File: config.mk
export PLATFORM = sky130hd
export DESIGN_NAME = pair_atomic_reg
export DESIGN_NICKNAME = d
export VERILOG_FILES = /design/src/rtl/pair_reg_pkg.sv /design/src/rtl/pair_reg_decode.sv /design/src/rtl/pair_cell.sv /design/src/rtl/pair_reg_readback.sv /design/src/rtl/pair_atomic_reg.sv
export SDC_FILE = /design/constraint.sdc
export NUM_CORES = 1
export LEC_CHECK = 0
export BUFFER_PORTS_ARGS = -buffer_cell sky130_fd_sc_hd__buf_2
export CAP_MARGIN = 20
export CORE_AREA = 4 4 102 56
export DETAILED_ROUTE_END_ITERATION = 8
export DIE_AREA = 0 0 106 60
export HOLD_SLACK_MARGIN = 0.15
export PLACE_DENSITY = 0.59
export SYNTH_ARGS = -nofsm -noshare
export SYNTH_HDL_FRONTEND = slang
export SYNTH_SLANG_ARGS = --single-unit
File: constraint.sdc
create_clock -name clk -period 1.41 [get_ports clk]
set_input_delay 0.282 -clock clk [delete_from_list [all_inputs] [get_ports clk]]
set_output_delay 0.282 -clock clk [all_outputs]
set_load 0.05 [all_outputs]
File: src/rtl/pair_reg_pkg.sv
package pair_reg_pkg;
  // Two-bit write command carried by each field
  typedef enum logic [1:0] {
    CMD_KEEP_LO = 2'b00,
    CMD_CLEAR   = 2'b01,
    CMD_SET     = 2'b10,
    CMD_KEEP_HI = 2'b11
  } pair_cmd_e;

  // Read code for one stored flag: 0 -> 01, 1 -> 10
  function automatic logic [1:0] pair_code(input logic v);
    return v ? 2'b10 : 2'b01;
  endfunction
endpackage

File: src/rtl/pair_reg_decode.sv
module pair_reg_decode #(
  parameter int          ADDR_W     = 8,
  parameter logic [7:0]  REG_OFFSET = 8'h20
) (
  input  logic [ADDR_W-1:0] addr_i,
  input  logic              we_i,
  output logic              hit_o,
  output logic              wr_stb_o
);
  localparam logic [ADDR_W-1:0] MATCH = ADDR_W'(REG_OFFSET);

  always_comb begin
    hit_o    = (addr_i == MATCH);
    wr_stb_o = hit_o && we_i;
  end
endmodule

File: src/rtl/pair_cell.sv
module pair_cell
  import pair_reg_pkg::*;
(
  input  logic       clk,
  input  logic       rst_n,
  input  logic       wr_stb_i,
  input  logic [1:0] cmd_i,
  output logic       value_o
);
  logic nxt;

  always_comb begin
    nxt = value_o;
    if (wr_stb_i) begin
      unique case (pair_cmd_e'(cmd_i))
        CMD_SET:   nxt = 1'b1;
        CMD_CLEAR: nxt = 1'b0;
        default:   nxt = value_o;   // both keep codes
      endcase
    end
  end

  always_ff @(posedge clk or negedge rst_n) begin
    if (!rst_n) value_o <= 1'b0;
    else        value_o <= nxt;
  end
endmodule

File: src/rtl/pair_reg_readback.sv
module pair_reg_readback
  import pair_reg_pkg::*;
#(
  parameter int NUM_VALS = 16
) (
  input  logic                  hit_i,
  input  logic [NUM_VALS-1:0]   flags_i,
  output logic [2*NUM_VALS-1:0] rdata_o
);
  logic [2*NUM_VALS-1:0] coded;

  for (genvar k = 0; k < NUM_VALS; k++) begin : g_code
    assign coded[2*k+1 -: 2] = pair_code(flags_i[k]);
  end

  assign rdata_o = hit_i ? coded : '0;
endmodule

File: src/rtl/pair_atomic_reg.sv
module pair_atomic_reg #(
  parameter int         NUM_VALS   = 16,
  parameter int         ADDR_W     = 8,
  parameter logic [7:0] REG_OFFSET = 8'h20,
  localparam int        DATA_W     = 2 * NUM_VALS
) (
  input  logic              clk,
  input  logic              rst_n,
  input  logic [ADDR_W-1:0] bus_addr,
  input  logic              bus_we,
  input  logic [DATA_W-1:0] bus_wdata,
  output logic [DATA_W-1:0] bus_rdata,
  output logic [NUM_VALS-1:0] flags_o
);
  logic hit;
  logic wr_stb;

  pair_reg_decode #(.ADDR_W(ADDR_W), .REG_OFFSET(REG_OFFSET)) u_dec (
    .addr_i   (bus_addr),
    .we_i     (bus_we),
    .hit_o    (hit),
    .wr_stb_o (wr_stb)
  );

  for (genvar k = 0; k < NUM_VALS; k++) begin : g_cell
    pair_cell u_cell (
      .clk      (clk),
      .rst_n    (rst_n),
      .wr_stb_i (wr_stb),
      .cmd_i    (bus_wdata[2*k+1 -: 2]),
      .value_o  (flags_o[k])
    );
  end

  pair_reg_readback #(.NUM_VALS(NUM_VALS)) u_rd (
    .hit_i   (hit),
    .flags_i (flags_o),
    .rdata_o (bus_rdata)
  );
endmodule

==> impl_metrics.csv <==
group,metric,value,unit
status,status,"finished with violations",
status,violations,"setup timing",
clocking,numCtsBuffers,3,
layout,stdcell_area,0.002671,mm²
detailed_routing,route.detailed.drc,0,
yosys,syn_area_per_cell,9.338,µm²
die,io_pins,91,
layout,drive_above_1_share,0.7012,
sta,worst_slew_pin_slew,0.5954,ns
setup_path,path_class,"in -> out",
layout,n_antenna_cell,0,
layout,syn_to_final_growth,92.00,%
pwr,vdd_drop_max,0.2672,mV
global_route,grt_max_degree,17,
sta,rsz0062_at_grt,"true",
run,max-cap-violations,0,
layout,regMostFlops,"g_cell.u_cell.value_o",
sta,finalMaxSlewViolations,0,
setup_path,endpoint_kind,"primary output",
clocking,htree_num_levels,1,
setup_path,start_kind,"input port",
placed_design,dp_hpwl,3.534,mm
pwr,p_sw,401.7,µW
detailed_routing,vias,1416,
clocking,worstSkewPairLatency,0.25,ns
die,fp.coreArea,0.004775,mm²
detailed_routing,wl_per_cell,15.14,µm
sta,fin_crit_sh,1.152,
layout,layout.nets,301,
die,start_util,0.2914,
detailed_routing,drt_iter0_drc,19,
sta,fin_ws,-0.2146,ns
yosys,synthCells,149,
detailed_routing,wl,4.709,mm
pwr,p_leak,0.001289,µW
pwr,power_density,477.6,mW/mm²
clocking,cts_tree,"yes",
yosys,synth_top_area_share,0.2878,
pwr,combPwrFrac,0.280,
layout,reg_top3,"g_cell.u_cell.value_o (16)",
detailed_routing,via_per_inst,4.553,
placed_design,port_buffers,90,
die,dieArea,0.006360,mm²
yosys,ys_warn_count,0,
sta,hold_viol_final,0,
sta,fin_skew,0,ns
pwr,seqPwrFrac,0.397,
global_route,grt_pass1_vias,1468,
global_route,grtUsageTotal,0.1477,
yosys,synth_edf_count,0,
min_path,hp-class,"in -> reg",
yosys,synth_top_cell_by_area,"dfrtp_1",
die,die_h,60,µm
global_route,grt-ovfl-total,0,
yosys,synth-seq-cells,16,
global_route,antenna_found_initial,0,
setup_path,cp.arrival,1.34,ns
yosys,synthesis.area,0.001391,mm²
placed_design,place_ws,-0.3408,ns
global_route,grt_first_pass_wirelength,7.369,mm
sta,slew_headroom,0.6026,
sta,layout_min_cycle_time,1.625,ns
die,num_rows,18,
pwr,swShare,0.3148,
yosys,ys_seq_area_frac,0.2878,
layout,largest_reg_flops,16,
setup_path,crit_required,1.13,ns
yosys,synth_cell_types,21,
placed_design,place.gp.congestion,0.7617,
sta,setup_viol,47,
die,die_w,106,µm
sta,fmax,0.6155,GHz
yosys,yosysMostFrequentCell,"inv_1",
yosys,async_flop_share,1.000,
clocking,cts.sinks,16,
pwr,internal_power,874.2,µW
detailed_routing,drtPass1Iterations,4,
pwr,power,1276,µW
yosys,ys_dominant_reg_cell,"dfrtp_1",
clocking,cts_max_path_buffers,2,
clocking,clk_pin_slew,0.07,ns
placed_design,place_area,0.002133,mm²
yosys,synth_area_leaders,"dfrtp_1 29%, ha_1 14%, o41ai_2 12%, buf_4 8.6%, o31ai_1 6.5%",
yosys,yosys-top-cells-count,"21 x inv_1, 20 x nor2_1, 16 x buf_4, 16 x dfrtp_1, 16 x ha_1",
pwr,p_clk_frac,0.324,
detailed_routing,drtAntennaViolNets,0,
clocking,cts_root_buf,"clkbuf_8",
setup_path,worst-path-max-fanout,8,
yosys,synth_fp_nets,208,
[power groups by stage]
stage | combinational (µW) | sequential (µW) | clock [µW]
after global routing | 391 | 508 | 450
final | 357 | 506 | 413
after detailed placement | 315 | 513 | 0
after floorplan | 212 | 507 | 0
after CTS | 340 | 505 | 425
after global placement | 311 | 513 | 0
[what timing repair did]
item | CTS | global route
resized for setup | 98 | 12
gates cloned | 1 | 0
buffers inserted | 1 | 6
pin swaps | 6 | 8
setup endpoints to repair | 46 | 47
hold buffers | 1 | 0
endpoints found under the hold margin | 16 | 0
[final cells by class]
type | count | area, µm²
Fill cell | 415 | 2103
Multi-Input combinational cell | 86 | 1036
Timing Repair Buffer | 114 | 1013
Sequential cell | 16 | 400.4
Tap cell | 70 | 87.58
Inverter | 21 | 78.83
Clock buffer | 4 | 55.05
[worst paths after layout]
kind	start	end	slack, ns	cells past startpoint
max in group asynchronous	rst_n	g_cell[10].u_cell.value_o$_DFFE_PN0P_	0.63	2
min in group asynchronous	rst_n	g_cell[2].u_cell.value_o$_DFFE_PN0P_	0.49	2
min reg2reg	g_cell[1].u_cell.value_o$_DFFE_PN0P_	g_cell[1].u_cell.value_o$_DFFE_PN0P_	0.61	2
max	bus_addr[7]	bus_rdata[10]	-0.21	7
min	bus_wdata[26]	g_cell[13].u_cell.value_o$_DFFE_PN0P_	0.34	3
max reg2reg	g_cell[14].u_cell.value_o$_DFFE_PN0P_	g_cell[14].u_cell.value_o$_DFFE_PN0P_	0.61	2
[placed cells by master (no fill, tap or decap)]
master	count
mux2i_1	4
ha_1	16
o31ai_1	12
buf_8	19
nor4_2	2
o41ai_2	12
and3_4	12
buf_16	1
buf_2	54
nor4b_4	1
dlygate4sd3_1	1
clkbuf_8	4
or4b_4	1
buf_12	3
nand2_4	1
buf_6	24
dfrtp_1	16
nor4_4	3
nor2_4	20
nand3_1	1
or4_1	1
buf_4	12
inv_1	21
[worst max-delay path, cell delays in order]
cell     delay (ns)
buf_6          0.10
nor4b_4        0.28
buf_4          0.16
nand2_4        0.08
buf_12         0.18
nor2_4         0.10
buf_8          0.15
[layer usage]
layer,vias to the layer above,track usage,share of wire
met3,0,0.04746,0.066
met1,670,0.2016,0.48
met4,0,0.01107,0
met5,-,0,0
li1,701,-,-
met2,45,0.2409,0.45
[cell families after synthesis]
logic type	synth area share
compound gates	0.1943
fa+ha+maj	0.1439
buf+inv	0.1898
flops	0.2878
mux	0.02878
simple gates	0.1556
[per-stage QoR]
stage	cells	setup TNS, ns	util	hold slack [ns]
floorplan	149	-4.079	-	-0.01359
global placement	298	-13.09	0.4468	0.2343
detailed placement	298	-13.90	0.4468	0.2273
CTS	305	-6.739	0.5367	0.3359
global route	311	-9.281	0.5595	0.3470
finish	311	-6.838	0.5595	0.3398
No activity file was read; power rests on OpenSTA's default activity.
